### src/rtl/lcd_port_pkg.sv
// Shared constants and helpers for the display host bus port.
// Assumes an 8-bit host byte whose top three bits identify the mode command.
package lcd_port_pkg;
    localparam int unsigned FS_TAG_W   = 3;
    localparam logic [2:0]  FS_TAG     = 3'b001;
    localparam int unsigned FS_WIDE_IX = 4;

    // True when a command byte is the mode-setting command.
    function automatic logic is_mode_cmd(input logic [7:0] b);
        return b[7 -: FS_TAG_W] == FS_TAG;
    endfunction
endpackage

### src/rtl/lcd_sync_edge.sv
// Synchronises the host bus bundle {strobe, select, rnw, data} through STAGES
// flops and flags the falling edge of the strobe (the MSB of the bundle).
// Assumes the host holds select, rnw and data steady around the strobe edges,
// so every field of the bundle crosses with the same delay.
module lcd_sync_edge #(
    parameter int unsigned W      = 11,
    parameter int unsigned STAGES = 2
) (
    input  logic         clk,
    input  logic         rst_n,
    input  logic [W-1:0] raw,
    output logic [W-1:0] synced,
    output logic         strobe_fall
);
    logic [STAGES-1:0][W-1:0] stg;
    logic                     lvl_q;

    // Shift the raw bundle through the synchroniser chain.
    always_ff @(posedge clk) begin
        if (!rst_n) begin
            stg <= '0;
        end else begin
            stg[0] <= raw;
            for (int i = 1; i < STAGES; i++) stg[i] <= stg[i-1];
        end
    end

    assign synced = stg[STAGES-1];

    // Remember the previous synchronised strobe level for edge detection.
    always_ff @(posedge clk) begin
        if (!rst_n) lvl_q <= 1'b0;
        else        lvl_q <= synced[W-1];
    end

    assign strobe_fall = lvl_q & ~synced[W-1];
endmodule

### src/rtl/lcd_nibble_asm.sv
// Keeps the bus width and the nibble phase, and builds whole bytes from the
// bus. Wide width: every transfer is a byte. Narrow width: the first transfer
// stores the high half and the second completes the byte.
// Assumes width_load is only raised together with a completing transfer.
module lcd_nibble_asm #(
    parameter int unsigned DATA_W = 8
) (
    input  logic              clk,
    input  logic              rst_n,
    input  logic              xfer,
    input  logic [DATA_W-1:0] bus_byte,
    input  logic              width_load,
    input  logic              width_val,
    output logic              byte_done,
    output logic [DATA_W-1:0] byte_val,
    output logic              wide,
    output logic              phase
);
    localparam int unsigned NIB_W = DATA_W / 2;

    logic [NIB_W-1:0] hi_q;

    assign byte_done = xfer & (wide | phase);
    assign byte_val  = wide ? bus_byte : {hi_q, bus_byte[DATA_W-1 -: NIB_W]};

    // Store the high half on the first transfer of a narrow byte.
    always_ff @(posedge clk) begin
        if (!rst_n)                       hi_q <= '0;
        else if (xfer && !wide && !phase) hi_q <= bus_byte[DATA_W-1 -: NIB_W];
    end

    // Advance the nibble phase per narrow transfer; a switch to wide clears it.
    always_ff @(posedge clk) begin
        if (!rst_n)                      phase <= 1'b0;
        else if (width_load && width_val) phase <= 1'b0;
        else if (xfer && !wide)           phase <= ~phase;
    end

    // Hold the bus width; it changes only on an accepted mode command.
    always_ff @(posedge clk) begin
        if (!rst_n)          wide <= 1'b1;
        else if (width_load) wide <= width_val;
    end


    wide_clears_phase_chk: assert property (@(posedge clk) disable iff (!rst_n)
        (width_load && width_val) |=> (wide && !phase));


    half_advances_chk: assert property (@(posedge clk) disable iff (!rst_n)
        (xfer && !wide && !phase && !width_load) |=> phase);
endmodule

### src/rtl/lcd_readback.sv
// Chooses the read-back byte (status or data) and fits it to the bus width.
// In the narrow width the selected half goes out on the upper lines and the
// lower lines are driven low. Purely combinational.
module lcd_readback #(
    parameter int unsigned ADDR_W = 7
) (
    input  logic            sel_data,
    input  logic [ADDR_W:0] rd_byte,
    input  logic            busy,
    input  logic [ADDR_W-1:0] addr,
    input  logic            wide,
    input  logic            phase,
    output logic [ADDR_W:0] bus_out
);
    localparam int unsigned DATA_W = ADDR_W + 1;
    localparam int unsigned NIB_W  = DATA_W / 2;

    logic [DATA_W-1:0] sel;

    assign sel = sel_data ? rd_byte : {busy, addr};

    // Place the whole byte or the current half on the bus.
    always_comb begin
        if (wide)        bus_out = sel;
        else if (!phase) bus_out = {sel[DATA_W-1 -: NIB_W], {NIB_W{1'b0}}};
        else             bus_out = {sel[NIB_W-1:0], {NIB_W{1'b0}}};
    end
endmodule

### src/rtl/lcd_host_port.sv
// Host-side register port of a character display controller. It synchronises
// the asynchronous host bus, assembles bytes in the wide or narrow width,
// sends accepted writes to the command or data strobe, and drives status or
// data on reads. Assumes the executor holds exec_busy for as long as it cannot
// take a byte; completions while busy are dropped.
module lcd_host_port #(
    parameter int unsigned ADDR_W      = 7,
    parameter int unsigned SYNC_STAGES = 2
) (
    input  logic          clk,
    input  logic          rst_n,
    input  logic          bus_e,
    input  logic          bus_rs,
    input  logic          bus_rnw,
    input  logic [ADDR_W:0] bus_d_in,
    output logic [ADDR_W:0] bus_d_out,
    output logic          bus_d_oe,
    input  logic          exec_busy,
    input  logic [ADDR_W-1:0] exec_addr,
    input  logic [ADDR_W:0] exec_rd_byte,
    output logic          cmd_stb,
    output logic          dat_stb,
    output logic          rd_stb,
    output logic [ADDR_W:0] out_byte
);
    import lcd_port_pkg::*;

    localparam int unsigned DATA_W = ADDR_W + 1;
    localparam int unsigned SW     = DATA_W + 3;

    logic [SW-1:0]     synced;
    logic              fall;
    logic              e_s, rs_s, rnw_s;
    logic [DATA_W-1:0] d_s;
    logic              byte_done, wide, phase;
    logic [DATA_W-1:0] byte_val;
    logic              wr_ok, width_load;

    lcd_sync_edge #(.W(SW), .STAGES(SYNC_STAGES)) sync_i (
        .clk(clk), .rst_n(rst_n),
        .raw({bus_e, bus_rs, bus_rnw, bus_d_in}),
        .synced(synced), .strobe_fall(fall)
    );

    assign e_s   = synced[SW-1];
    assign rs_s  = synced[SW-2];
    assign rnw_s = synced[SW-3];
    assign d_s   = synced[DATA_W-1:0];

    assign wr_ok      = byte_done & ~rnw_s & ~exec_busy;
    assign width_load = wr_ok & ~rs_s & is_mode_cmd(byte_val);

    lcd_nibble_asm #(.DATA_W(DATA_W)) asm_i (
        .clk(clk), .rst_n(rst_n), .xfer(fall), .bus_byte(d_s),
        .width_load(width_load), .width_val(byte_val[FS_WIDE_IX]),
        .byte_done(byte_done), .byte_val(byte_val),
        .wide(wide), .phase(phase)
    );

    lcd_readback #(.ADDR_W(ADDR_W)) rb_i (
        .sel_data(rs_s), .rd_byte(exec_rd_byte), .busy(exec_busy),
        .addr(exec_addr), .wide(wide), .phase(phase), .bus_out(bus_d_out)
    );

    assign bus_d_oe = e_s & rnw_s;

    // Issue the executor strobes and hold the last accepted byte.
    always_ff @(posedge clk) begin
        if (!rst_n) begin
            cmd_stb  <= 1'b0;
            dat_stb  <= 1'b0;
            rd_stb   <= 1'b0;
            out_byte <= '0;
        end else begin
            cmd_stb <= wr_ok & ~rs_s;
            dat_stb <= wr_ok & rs_s;
            rd_stb  <= byte_done & rnw_s & rs_s & ~exec_busy;
            if (wr_ok) out_byte <= byte_val;
        end
    end


    one_strobe_chk: assert property (@(posedge clk) disable iff (!rst_n)
        $onehot0({cmd_stb, dat_stb, rd_stb}));


    no_busy_accept_chk: assert property (@(posedge clk) disable iff (!rst_n)
        (cmd_stb || dat_stb || rd_stb) |-> $past(!exec_busy));


    write_dir_chk: assert property (@(posedge clk) disable iff (!rst_n)
        (cmd_stb || dat_stb) |-> $past(!rnw_s && fall));


    read_dir_chk: assert property (@(posedge clk) disable iff (!rst_n)
        rd_stb |-> $past(rnw_s && rs_s));


    drive_when_read_chk: assert property (@(posedge clk) disable iff (!rst_n)
        bus_d_oe |-> (rnw_s && !fall));
endmodule

### config.mk
export PLATFORM = sky130hd
export DESIGN_NAME = lcd_host_port
export DESIGN_NICKNAME = d
export VERILOG_FILES = /design/src/rtl/lcd_port_pkg.sv /design/src/rtl/lcd_sync_edge.sv /design/src/rtl/lcd_nibble_asm.sv /design/src/rtl/lcd_readback.sv /design/src/rtl/lcd_host_port.sv
export SDC_FILE = /design/constraint.sdc
export NUM_CORES = 1
export LEC_CHECK = 0
export BUFFER_PORTS_ARGS = -buffer_cell sky130_fd_sc_hd__buf_2
export CORE_MARGIN = 10
export CORE_UTILIZATION = 52
export CTS_BUF_LIST = sky130_fd_sc_hd__clkbuf_4 sky130_fd_sc_hd__clkbuf_8
export DETAILED_ROUTE_END_ITERATION = 8
export GPL_TIMING_DRIVEN = 0
export PLACE_DENSITY = 0.8
export SLEW_MARGIN = 15
export SYNTH_ARGS = -nofsm -noshare
export SYNTH_HDL_FRONTEND = slang
export SYNTH_SLANG_ARGS = --single-unit
### constraint.sdc
create_clock -name clk -period 1.8 [get_ports clk]
set_clock_uncertainty 0.05 [all_clocks]
set_input_delay 0.18 -clock clk [delete_from_list [all_inputs] [get_ports clk]]
set_output_delay 0.18 -clock clk [all_outputs]
set_load 0.01 [all_outputs]
# After elaboration in Yosys (flattened, before gate mapping)

Index checks and enable logic that the tools add are counted.

Logic and storage cells: 39
Register bits: 40
Output and inout bits: 20

Reductions and logical operators: 6
Eq/ne operators: 1
Mux-type cells: 4
Bitwise gates (word level): 18

Operators with widths:

| operator                                                        | count |
|---|---|
| 8-bit two-way mux                                               | 4 |
| 1-bit bitwise AND                                               | 11 |
| 1-bit NOT                                                       | 6 |
| 3-bit by 1-bit == test with 1-bit output, second input constant | 1 |
| 1-bit logical AND                                               | 3 |
| 1-bit logical NOT                                               | 2 |
| 2-bit OR reduction                                              | 1 |
| 1-bit bitwise OR                                                | 1 |

# Logic depth before layout (Yosys ltp)

Gate-level depths: netlist (run 1).

Depth in word-level cells: 9
Mapped depth: 6
Gate-level depth less buffers: 4

# Modules after synthesis

From an unflattened synthesis (run 1), not the netlist that was laid out.

Cell total of the unflattened synthesis: 157
Area, all modules: 1700.4 um2

Modules (own cells, without submodules):

| module         | area each (um2) | times used | cells an instance |
|---|---|---|---|
| lcd_sync_edge  | 737.0           | 1          | 60 |
| lcd_host_port  | 450.4           | 1          | 47 |
| lcd_nibble_asm | 339.1           | 1          | 36 |
| lcd_readback   | 173.9           | 1          | 14 |

# Worst setup path before layout (run 1)

OpenSTA, ideal clock, no wires.

Kind: register to output
Start: reg sync_i.stg, in the netlist sync_i.synced[9]
End: out bus_d_out[4]
Stages on the path, launching flop included: 3
Arrival time: 1.181 ns
Slack: 0.389 ns
Required time: 1.570 ns
Path through: dfxtp_1 -> buf_2 -> mux4_2

Longest elaborated chain between the ends: 3

RTL lines:

| what                  | RTL line            | RTL |
|---|---|---|
| from (decl)           | lcd_sync_edge.sv:15 | `logic [STAGES-1:0][W-1:0] stg;` |
| 8-bit two-way mux (*) | lcd_readback.sv:20  | `assign sel = sel_data ? rd_byte : {busy, addr};` |
| 8-bit two-way mux     | lcd_readback.sv:25  | `else if (!phase) bus_out = {sel[DATA_W-1 -: NIB_W], {NIB_W{1'b0}}};` |
| 8-bit two-way mux (*) | lcd_readback.sv:24  | `if (wide) bus_out = sel;` |
| to (decl)             | lcd_host_port.sv:16 | `output logic [ADDR_W:0] bus_d_out,` |

Every way passes the cells marked *; elsewhere a longest branch is shown, timed or not.

# Final worst setup path (run 1)

Start: reg sync_i.stg, in the netlist sync_i.synced[9]
End: out bus_d_out[5]

The elaborated chain is that of the path after synthesis.

==> results.md, run 1 <==
- Dividing the detail-routed via count by the number of cells gives 5.203.
- The first global-routing pass estimated 5533 um of wire.
- The worst hold slack is 0.2041 ns.
- The peak fanout along the critical path is 10.
- The detailed-router iteration count before antenna repair is 5.
- The total number of H-tree levels is 2.
- The count of different cell masters after synthesis is 28.
- The number of nets still failing antenna checks after routing is 0.
- The post-synth net total is 167.
- TritonCTS built the clock tree.
- Summing the areas of all compound-gate instances in the mapped netlist gives 6.053% of the synthesized area.
- In the synthesized netlist, mux cells make up 16.14% of the area.
- Global routing used 13.26% of the available tracks across all layers.
- The switching power share of the total is 21.67%.
- The worst setup path is of the flip-flop to primary output kind.
- The synthesized netlist devotes 0% of its cell area to adder and majority cells.
- The clock network is responsible for 35.2% of the overall power.
- The share of total power in sequential cells is 55.2%.
- The starting utilization of the core area is 55.26%.
- The global placer's final weighted congestion is 0.8125.
- The overflow left after global routing is 0.
- The power density of the placed cells is 810.2 nW/um2.
- The number of buffers inserted during clock tree synthesis is 5.
- The post-synthesis xor/xnor area fraction is 0%.
- Each instance of the synthesized netlist takes up on average 11.23 um2.
- The maximum clock path buffer count is 2.
- The final hold violation count was 0.
- The predominant post-synthesis flop cell is dfxtp_1.
- The initial antenna violation count is 0.
- After synthesis, the share of flip-flops with an asynchronous set or reset is 0%.
- The vertical die dimension is 74.60 um.
- The area enclosed by the die boundary is 5565 um2.
- The sequential-to-total area share from yosys stat is 51.65%.
- The finished layout holds 237 standard cells, fillers aside.
- Synthesis produced a netlist whose cell count is 138.
- The tightest slew margin relative to the limit is 63.33%.
- In this run the clock root is driven by a clkbuf_4.
- The wire length reported by the detailed router is 3597 um.
- The type of element launching the critical path is a flip-flop.
- For this design the static power due to leakage is 0.9118 nW.
- The peak ir drop on the vdd network is 1025 uV.
- The flow ran to the end, and the final reports show no timing, DRC or antenna violations.
- Of the cells placed in the final design, the portion with a size suffix greater than 1 is 34.47%.
- Setup violations remaining at the end of the flow were counted as 0.
- The longest individual stage delay on the worst path is 0.51 ns.
- Summing the areas of all and, or, nand and nor instances in the mapped netlist gives 22.84% of the synthesized area.
- The placed cell count is 216.
- The layout net count is 234.
- The core region is 2805 um2.
- During synthesis, Yosys emitted a total of 0 warnings.
- Pin placement for this block handled 49 I/O pins.
- By area, the combinational part of the netlist is dominated by simple AND/OR/NAND/NOR gates.
- The number of DRC markers after the initial detailed-route iteration is 61.
- The routed layout has 1,233 vias.
- The detailed-placement wirelength estimate is 2585 um.
- The via count of the first global-routing pass is 1,195.
- The internal portion of the total power is 1.310 mW.
- The arrival time of the worst setup path is 1.52 ns.
- The pin count of the biggest net entering global routing is 13.
- The number of max-slew violations in the final report is 0.
- The type of element capturing the critical path is a primary output.
- The category of cells accounting for the largest share of critical-path delay is multiplexers.
- The signal on the critical path passes through buf_12 -> mux4_2 -> buf_6.
- The path class of the tightest hold or removal check is input port to flip-flop.
- The clock sink count is 40.
- The share of total power dissipated in combinational logic is 9.7%.
- The final sum of negative setup slack is 0 ns.
- The achievable clock frequency is 0.5725 GHz.
- The completed layout was analyzed and its total power is 1.673 mW.
- In the final routed layout, each cell accounts on average for 15.18 um.
- The total number of placement rows is 19.
- The synthesized flop and latch total is 40.
- The final clock period utilization by the worst path is 97.04%.
- The slowest stage of the critical path is the mux4_2 cell.
- The count of buffers inserted at the top-level ports is 47.
- The number of flops mapped to enable cells by yosys is 0.
- The critical path buffer and inverter count is 2.
- The area overhead of the layout relative to synthesis is 33.17%.
- Clock-pin slew was measured on the worst setup and hold paths at 0.12 ns.
- The chip width is 74.60 um.
- The minimum clock period after layout is 1.747 ns.
- The analysis attributes to net switching a power of 0.3625 mW.
- The later pin in the worst-skew pair is clocked with a latency of 0.35 ns.
- After detailed routing, the number of remaining DRC violations is 0.
- The transition time at the pin with the least slew margin is 0.5460 ns.
- After synthesis the cells add up to 1550 um2.
- The required arrival time at the worst endpoint is 1.57 ns.
- The number of max-cap violations is 0.
- The number of antenna diodes is 0.
## worst reg2reg max path: cells and delay by family, from the launching register on
family / cells / cell delay [ns]
AO/OA/AOI/OAI: 1 / 0.24
AND/OR/NAND/NOR: 3 / 0.65
buffers and inverters: 1 / 0.16
flip-flops: 1 / 0.35
## Yosys cell counts, drive strengths merged, types with 2 or more instances
| cell type | instances | area, um2 |
|---|---|---|
| nor4 | 2 | 27.53 |
| mux4 | 4 | 90.09 |
| and2 | 24 | 150.1 |
| nor3b | 2 | 20.02 |
| clkbuf | 3 | 11.26 |
| dfxtp | 40 | 800.8 |
| a211oi | 7 | 52.55 |
| buf | 5 | 36.28 |
| nor2 | 15 | 56.30 |
| nor2b | 6 | 37.54 |
| o21ai | 2 | 10.01 |
| mux2i | 16 | 160.2 |
## power by group through the flow
stage | registers [mW] | logic (mW) | clock network (mW)
floorplan | 0.943 | 0.0716 | 0
global placement | 0.942 | 0.129 | 0
detailed placement | 0.943 | 0.135 | 0
CTS | 0.923 | 0.155 | 0.588
global route | 0.925 | 0.178 | 0.640
finish | 0.922 | 0.161 | 0.589
## repair_timing
action	CTS	global route
endpoints found under the hold margin	11	1
resized for setup	6	3
endpoints found under the setup margin	4	4
hold buffers	11	1
setup buffers	0	1
## sequential cells by signal, summed over array words and instances, names as in the netlist
signal / cells
sync_i.stg: 11
dat_stb: 1
asm_i.hi_q: 4
asm_i.wide: 1
sync_i.synced: 11
asm_i.phase: 1
rd_stb: 1
sync_i.lvl_q: 1
out_byte: 8
cmd_stb: 1
## stage by stage
step	worst slack [ns]	utilization (%)	cell area, um2
after floorplan	0.3890	-	1550
after global placement	0.2092	65.03	1824
after detailed placement	0.1633	65.03	1824
after CTS	0.001802	72.39	2031
after global routing	-0.002518	73.60	2064
final	0.05336	73.60	2064
## placed cells by master, fill, tap and decap left out, types with 2 or more instances in the layout
cell	count
clkbuf_4	6
dlygate4sd3_1	12
buf_2	47
mux2i_1	16
mux4_2	4
a211oi_1	7
dfxtp_1	39
o21ai_0	2
nor2b_1	5
buf_6	3
nor2_1	15
clkbuf_1	3
and2_1	24
## final cells by class
class / count / area, um2
Fill cell: 198 / 740.7
Clock inverter: 2 / 35.03
Timing Repair Buffer: 60 / 369.1
Tap cell: 31 / 38.79
Buffer: 8 / 62.56
Clock buffer: 6 / 45.04
Multi-Input combinational cell: 89 / 705.7
Inverter: 1 / 3.754
Sequential cell: 40 / 804.5
## layer usage
metal / track usage (%) / part of all wire, %
met1: 11.56 / 36
met2: 24.78 / 51
met3: 6.516 / 12
met4: 6.303 / 1.8
met5: 0 / 0
## final timing paths
path | depth (start not counted) | end | slack [ns] | from
worst max register to register | 5 | out_byte[3] | 0.25 | asm_i.wide
worst min-delay path | 3 | rd_stb | 0.20 | rst_n
worst max-delay path | 3 | bus_d_out[5] | 0.05 | sync_i.synced[9]
worst min register to register | 1 | sync_i.synced[7] | 0.39 | sync_i.stg[7]
## cell families after synthesis
group | after synthesis
simple gates | 56
buf+inv | 9
compound gates | 13
mux | 20
flops | 40
Power figures use the tool's default switching activity.
==> run 2: changes to the inputs <==
--- a/config.mk
+++ b/config.mk
@@ -6,12 +6,14 @@
 export NUM_CORES = 1
 export LEC_CHECK = 0
 export BUFFER_PORTS_ARGS = -buffer_cell sky130_fd_sc_hd__buf_2
+export CELL_PAD_IN_SITES_DETAIL_PLACEMENT = 1
+export CELL_PAD_IN_SITES_GLOBAL_PLACEMENT = 2
 export CORE_MARGIN = 10
-export CORE_UTILIZATION = 52
+export CORE_UTILIZATION = 32
 export CTS_BUF_LIST = sky130_fd_sc_hd__clkbuf_4 sky130_fd_sc_hd__clkbuf_8
 export DETAILED_ROUTE_END_ITERATION = 8
 export GPL_TIMING_DRIVEN = 0
-export PLACE_DENSITY = 0.8
+export PLACE_DENSITY = 0.79
 export SLEW_MARGIN = 15
 export SYNTH_ARGS = -nofsm -noshare
 export SYNTH_HDL_FRONTEND = slang
==> run 2 against run 1 <==
Total power rose by 0.82%; fmax rose by 1.9%; sequential power barely moved; clock power rose by 6.5%; critical path depth did not move; global-route usage fell by 3.7 points; first-iteration DRC count rose by 8.2%; routed wire length rose by 3.7%; core utilization fell by 32 points; setup slack improved by 0.033 ns.
==> results.md, run 2 (same netlist as run 1, synthesis figures left out) <==
- For the pin with the worst max-slew slack, the measured transition is 0.5879 ns.
- The die is 89.60 um wide.
- For this run, the slowest stage of the critical path takes 0.50 ns.
- The vertical die dimension is 89.60 um.
- After clock tree synthesis, the clock-pin slew on the worst setup and hold paths is 0.07 ns.
- The overflow left after global routing is 0.
- The area enclosed by the die boundary is 8028 um2.
- The detailed-router iteration count before antenna repair is 3.
- Dividing total power by cell area gives a power density of 853.0 nW/um2.
- From synthesis to final layout, the design area changed by 27.52%.
- The non-filler instance count after layout is 260.
- Setup violations remaining at the end of the flow were counted as 0.
- The count of boundary I/O pins is 49.
- In this run the worst path has a maximum fanout of 10.
- For the worst-skew pair, the clock arrives at the later sink with an insertion delay of 0.28 ns.
- The wire length of the first global-routing pass is 5878 um.
- The final layout contains 221 nets.
- The type of element capturing the critical path is a primary output.
- The routing usage on met3 is 3.610%.
- For this block, the routed nets add up to 3731 um of wire.
- For this run, global-route usage on met2 was measured as 16.03%.
- The count of buffers inserted at the top-level ports is 47.
- For this design, the slowest cell found on the critical path is mux4_2.
- The critical path in this run is classified as flip-flop to primary output.
- STA puts the critical path data arrival time at 1.48 ns.
- Walking the worst path, the cells encountered are buf_6 -> mux4_2 -> buf_2.
- The achievable clock frequency is 0.5836 GHz.
- The root buffer cell chosen for the clock tree is clkbuf_8.
- Hold repair after CTS inserted 0 buffers.
- The analysis attributes to cell leakage a power of 0.8584 nW.
- The starting utilization of the core area is 32.82%.
- The clock drives 40 sinks.
- The routing layer with the top usage in global route is met2.
- The share of cells above drive strength 1 is 36.27%.
- The number of buffers inserted during clock tree synthesis is 5.
- The detail route stage leaves a number of antenna-violating nets equal to 0.
- Leaving out fill and tap cells, the most frequent cell in the layout is buf_2.
- Setup repair after global routing left no endpoint under its margin.
- The required arrival time at the worst endpoint is 1.57 ns.
- The final hold violation count is 0.
- After legalization and detailed placement, the total HPWL measured 2964 um.
- The number of max-cap violations is 0.
- The final route contains 1,170 vias.
- The worst pin sits at a relative slew slack of 60.51%.
- STA classifies the critical path startpoint as a flip-flop.
- After detailed routing, the average wire length per cell comes to 14.35 um.
- Global routing used 9.509% of the available tracks across all layers.
- The congestion estimate from routability-driven global placement came to 0.7951.
- TritonCTS built the clock tree.
- The via density per instance is 4.500.
- In the final timing run, aggregate negative setup slack is 0 ns.
- In this run, the number of DRC markers left after iteration 0 of detailed routing was 66.
- The path class of the lowest-slack min-delay path is input port to flip-flop.
- Counting I/O delays and the setup requirement, the final critical path takes 1.713 ns.
- The H-tree was split into 2 levels.
- The flow ran to the end, and the final reports show no timing, DRC or antenna violations.
- Row generation in the floorplan step produced 25 rows.
- The maximum clock path buffer count is 2.
- The via count of the first global-routing pass is 1,255.
- The number of max-slew violations in the final report is 0.
- After floorplanning, the core was sized to cover 4723 um2.
- The placed cell count is 252.
- The peak ir drop on the vdd network is 471.0 uV.
- The category of cells accounting for the largest share of critical-path delay is multiplexers.
- Across all hold checks on the routed design, the worst slack comes to 0.05254 ns.
- The worst path uses 95.19% of the clock period.
- The layout has 542 filler cells.
- The pin count of the biggest net entering global routing is 12.
- The initial antenna violation count came to 0.
- The register-to-register setup slack is 0.27 ns.
- The detailed-route DRC error count is 0.
- The number of antenna diodes is 0.
- The critical path buffer and inverter count is 2.
- Leaving out fill and tap cells, the most frequent cells in the layout are 48 x buf_2, 39 x dfxtp_1, 24 x and2_1.
- The global routing met1 resource utilization is 10.26%.
run 2: cell types whose count changed in the layout (fill, tap and decap cells not counted), sizes merged:
| cell | previous run | this run |
|---|---|---|
| dlygate4sd3 | 12 | 0 |
| buf | 53 | 52 |
| clkinv | 1 | 0 |
| bufinv | 1 | 0 |
| clkbuf | 9 | 11 |
run 2: per-layer routing:
metal  share of wire (%)  wire length (um)
met1                  42              1549
met5                   0                 0
met4                 1.5                55
met2                  46              1724
met3                  11               402
run 2: path summary, 6_finish.rpt:
check,depth (start not counted),from,to
setup reg to reg,5,asm_i.wide,asm_i.wide
hold / removal,2,bus_d_in[6],sync_i.stg[6]
setup / recovery,3,sync_i.synced[9],bus_d_out[5]
hold reg to reg,1,sync_i.stg[8],sync_i.synced[8]
run 2: per-stage QoR:
step	area, um2	total power [mW]	utilization [%]	worst slack [ns]
detailed placement	1869	1.082	39.58	0.1829
finish	1977	1.686	41.85	0.08657
CTS	1977	1.704	41.85	0.05839
floorplan	1550	1.014	-	0.3890
global route	1977	1.769	41.85	0.01806
global placement	1869	1.076	39.58	0.1968
run 2: timing repair:
action	4_1_cts	5_1_grt
setup buffers	0	0
resized for setup	4	0
setup endpoints to repair	4	0
endpoints found under the hold margin	0	0
run 2: report_power, final:
part / total [mW] / switching, mW / internal (mW)
logic: 0.135 / 0.0641 / 0.0713
registers: 0.924 / 0.0117 / 0.912
clock network: 0.627 / 0.285 / 0.343
total: 1.69 / 0.360 / 1.33
run 2: cell type report:
class                           count  area [um2]  share of cell area (%)
Buffer                              8       53.80                   2.722
Clock buffer                        8       97.59                   4.937
Inverter                            1       3.754                  0.1899
Multi-Input combinational cell     89       700.7                   35.44
Sequential cell                    40       802.0                   40.57
Tap cell                           67       83.83                   4.240
Timing Repair Buffer               47       235.2                   11.90
run 2: worst register-to-register path: stages (launching register included):
cell and delay, ns:
dfxtp_1 0.33, buf_6 0.15, nor2_1 0.10, nor4_4 0.45, a311oi_1 0.21, a31oi_1 0.18
==> run 3: changes to the inputs <==
--- a/config.mk
+++ b/config.mk
@@ -5,11 +5,12 @@
 export SDC_FILE = /design/constraint.sdc
 export NUM_CORES = 1
 export LEC_CHECK = 0
+export ABC_AREA = 1
 export BUFFER_PORTS_ARGS = -buffer_cell sky130_fd_sc_hd__buf_2
 export CELL_PAD_IN_SITES_DETAIL_PLACEMENT = 1
 export CELL_PAD_IN_SITES_GLOBAL_PLACEMENT = 2
 export CORE_MARGIN = 10
-export CORE_UTILIZATION = 32
+export CORE_UTILIZATION = 28
 export CTS_BUF_LIST = sky130_fd_sc_hd__clkbuf_4 sky130_fd_sc_hd__clkbuf_8
 export DETAILED_ROUTE_END_ITERATION = 8
 export GPL_TIMING_DRIVEN = 0
==> run 3 against run 2 <==
Global-route usage fell by 0.097 points; non-clock buffer count did not move; core utilization fell by 3.8 points; cell count rose by 28%; synthesized cell count rose by 51%; hold slack got worse by 0.042 ns; setup slack improved by 0.055 ns; register-to-register slack improved by 0.20 ns; total power rose by 8.4%; critical endpoint is now bus_d_out[7]; highest routed layer unchanged.
==> results.md, run 3 <==
- For this run, design rule violations remaining after detail routing come to 0.
- The final clock period utilization by the worst path is 92.14%.
- The initialized floorplan defines 26 standard-cell rows.
- The wire length of the first global-routing pass is 6465 um.
- The synthesized flop and latch total is 40.
- The buffer cell driving the clock tree root is clkbuf_8.
- The most critical setup path has its endpoint at bus_d_out[7].
- The initial antenna violation count came to 0.
- The library cell occupying the most area in the post-synthesis netlist is dfxtp_1.
- The async set-or-reset flop fraction in the synthesized netlist is 0%.
- The register-to-register setup slack is 0.47 ns.
- The clock passes through at most 2 buffers.
- The minimum clock period after layout is 1.659 ns.
- The required arrival time at the worst endpoint is 1.57 ns.
- For this run, the leading register cell type out of synthesis is dfxtp_1.
- The synthesized design devotes to its leading area cell type 51.95% of total area.
- In the final timing run, aggregate negative setup slack is 0 ns.
- Summed over all nets, the half-perimeter wirelength after detailed placement is 3072 um.
- The tightest slew margin relative to the limit is 67.25%.
- The floorplan step set the die height to 94.20 um.
- The via density per instance is 4.162.
- The wire length reported by the detailed router is 3855 um.
- The final routed wire length divided by cell count is 11.58 um.
- The critical path starts at sync_i.synced[9].
- Of the synthesized area, sequential elements account for 51.95%.
- In this run the critical register-to-register path is captured at asm_i.phase.
- The via count of the first global-routing pass was 1,441.
- For this block, the initial DRC count from the detailed router was 48.
- In this run the remaining antenna-violating nets after routing total 0.
- Routability-driven placement finished with a final weighted congestion of 0.7608.
- By area the synthesized netlist is led by dfxtp_1 52%, nand2_1 14%, inv_1 11%.
- The critical register-to-register path startpoint is sync_i.synced[10].
- The chip width is 94.20 um.
- The flow ran to the end, and the final reports show no timing, DRC or antenna violations.
- The die covers 8873 um2.
- The number of setup violations in the final report is 0.
- Pin placement for this block handled 49 I/O pins.
- The clock sink count is 40.
- The area taken by multi-input logic gates is 529.3 um2.
- In this run, post-CTS hold repair placed 0 buffers.
- The length in cells of the worst reg-to-reg path is 6.
- With fillers left out, the area of the finished cells amounts to 1992 um2.
- The static leakage is 1.065 nW.
- The total overflow left after global routing is 0.
- The detailed-router iteration count before antenna repair is 4.
- The type of element capturing the critical path is a primary output.
- Counting distinct cell types in the post-synthesis netlist gives 21.
- TritonCTS created 5 clock buffers.
- The H-tree generated during clock tree synthesis spans 2 levels.
- The share of cells above drive strength 1 is 25.48%.
- Power spread over the standard cell area amounts to 917.7 nW/um2.
- The post-synth net total is 237.
- The clock slew at the register clock pins of the worst setup and hold paths is 0.08 ns.
- The kind of critical path is flip-flop to primary output.
- The latest clock arrival within the worst-skew pair is 0.29 ns.
- In this run the mean area of a mapped cell was 7.411 um2.
- The number of max-slew violations in the final report came to 0.
- The worst setup path is launched from a flip-flop.
- Compared with the post-synthesis result, the final layout area differs by 29.22%.
- In this run, synthesis inferred 0 flip-flops with an integrated enable.
- Across all layers, the routed design uses 1,386 vias.
- Across every metal layer, demand over resource in global routing totals 9.411%.
- For this run, the number of Yosys warnings is 0.
- Once the clock tree was built, the setup fixing pass inserted 0 buffers.
- The starting utilization of the core area is 29.43%.
- The most common cell after layout, fill and taps aside is nand2_1.
- The transition time at the pin with the least slew margin is 0.4913 ns.
- The repair_antennas step left the layout with diodes totalling 0.
- Once placement finished, the instance area stood at 1864 um2.
- The final-layout fill cell count is 698.
- In this run the worst hold path is classified as input port to flip-flop.
- The final hold violation count came to 0.
- The number of max-cap violations is 0.
- Counting every instance in the synthesized netlist gives 208.
- The clock tree from TritonCTS is yes.
- The achievable clock frequency is 0.6029 GHz.
- The core box area is 5238 um2.
- The peak fanout along the critical path is 5.
- The most common cell in the synthesized netlist is nand2_1.
- The pin count of the biggest net entering global routing is 14.
- In the layout the commonest cells are 56 x nand2_1, 49 x buf_2, 43 x inv_1.
- The peak ir drop on the vdd network is 463.9 uV.
- The arrival time of the worst setup path is 1.43 ns.
- Setup repair after global routing left no endpoint under its margin.
- The count of buffers added on input and output ports is 47.
- By count the netlist is led by 56 x nand2_1, 44 x inv_1, 40 x dfxtp_1.
- In the final layout, flip-flops and latches occupy 802.0 um2.
- After the last flow step, the layout net total stands at 291.
- The post-synthesis instance area is 1541 um2.
[run 3: kinds of logic after synthesis]
kind of cell	Yosys count	synth area share (%)
AOI/OAI and AO/OA	32	10.71
muxes	4	2.598
and+or+nand+nor	79	20.86
buffers and inverters	53	13.88
DFF	40	51.95
[run 3: per-stage QoR]
stage | instances | worst slack (ns) | hold WS, ns | util [%] | total power [mW]
2_1_floorplan | 208 | 0.5543 | 0.2074 | - | 1.017
3_3_place_gp | 325 | 0.3195 | 0.3112 | 35.59 | 1.080
3_5_place_dp | 325 | 0.3226 | 0.3183 | 35.59 | 1.085
4_1_cts | 333 | 0.03771 | 0.001221 | 37.96 | 1.856
5_1_grt | 333 | 0.006464 | 0.009641 | 38.03 | 1.919
6_report | 333 | 0.1414 | 0.01082 | 38.03 | 1.828
[run 3: how the worst min path moves through the flow]
stage                      from            end  slack [ns]  depth (start not counted)
floorplan             exec_busy         rd_stb        0.21                          1
CTS                     bus_rnw  sync_i.stg[8]       0.001                          3
detailed placement  bus_d_in[3]  sync_i.stg[3]        0.32                          3
finish              bus_d_in[7]  sync_i.stg[7]        0.01                          3
global route        bus_d_in[3]  sync_i.stg[3]        0.01                          3
global placement    bus_d_in[4]  sync_i.stg[4]        0.31                          3
[run 3: cell type report]
cell class	count	area share, %
Sequential cell	40	40.26
Multi-Input combinational cell	115	26.57
Timing Repair Buffer	47	11.81
Inverter	45	8.480
Tap cell	70	4.397
Clock buffer	6	4.146
Buffer	8	2.387
Clock inverter	2	1.947
[run 3: where the power goes]
part / total (mW) / internal, mW / switching, mW
sequential: 0.922 / 0.911 / 0.0106
combinational: 0.138 / 0.0618 / 0.0767
clock: 0.768 / 0.453 / 0.315
[run 3: repair_timing]
action	in CTS	in global routing
pin swaps	0	0
gates resized for setup	1	3
setup endpoints to repair	3	3
hold endpoints to repair	0	0
[run 3: per-layer routing]
metal	wire length [um]	GRT usage, %	vias up	part of all wire (%)
met5	0	0	-	0
met4	85	5.316	0	2.2
met3	251	3.757	8	6.5
met2	1852	15.68	28	48
met1	1664	9.844	620	43
li1	-	-	730	-
[run 3: critical path, stage by stage (launching register included)]
cell	delay, ns
dfxtp_1	0.36
inv_1	0.10
or2_2	0.28
o21a_1	0.13
nand2_1	0.05
o21ai_0	0.06
buf_2	0.15
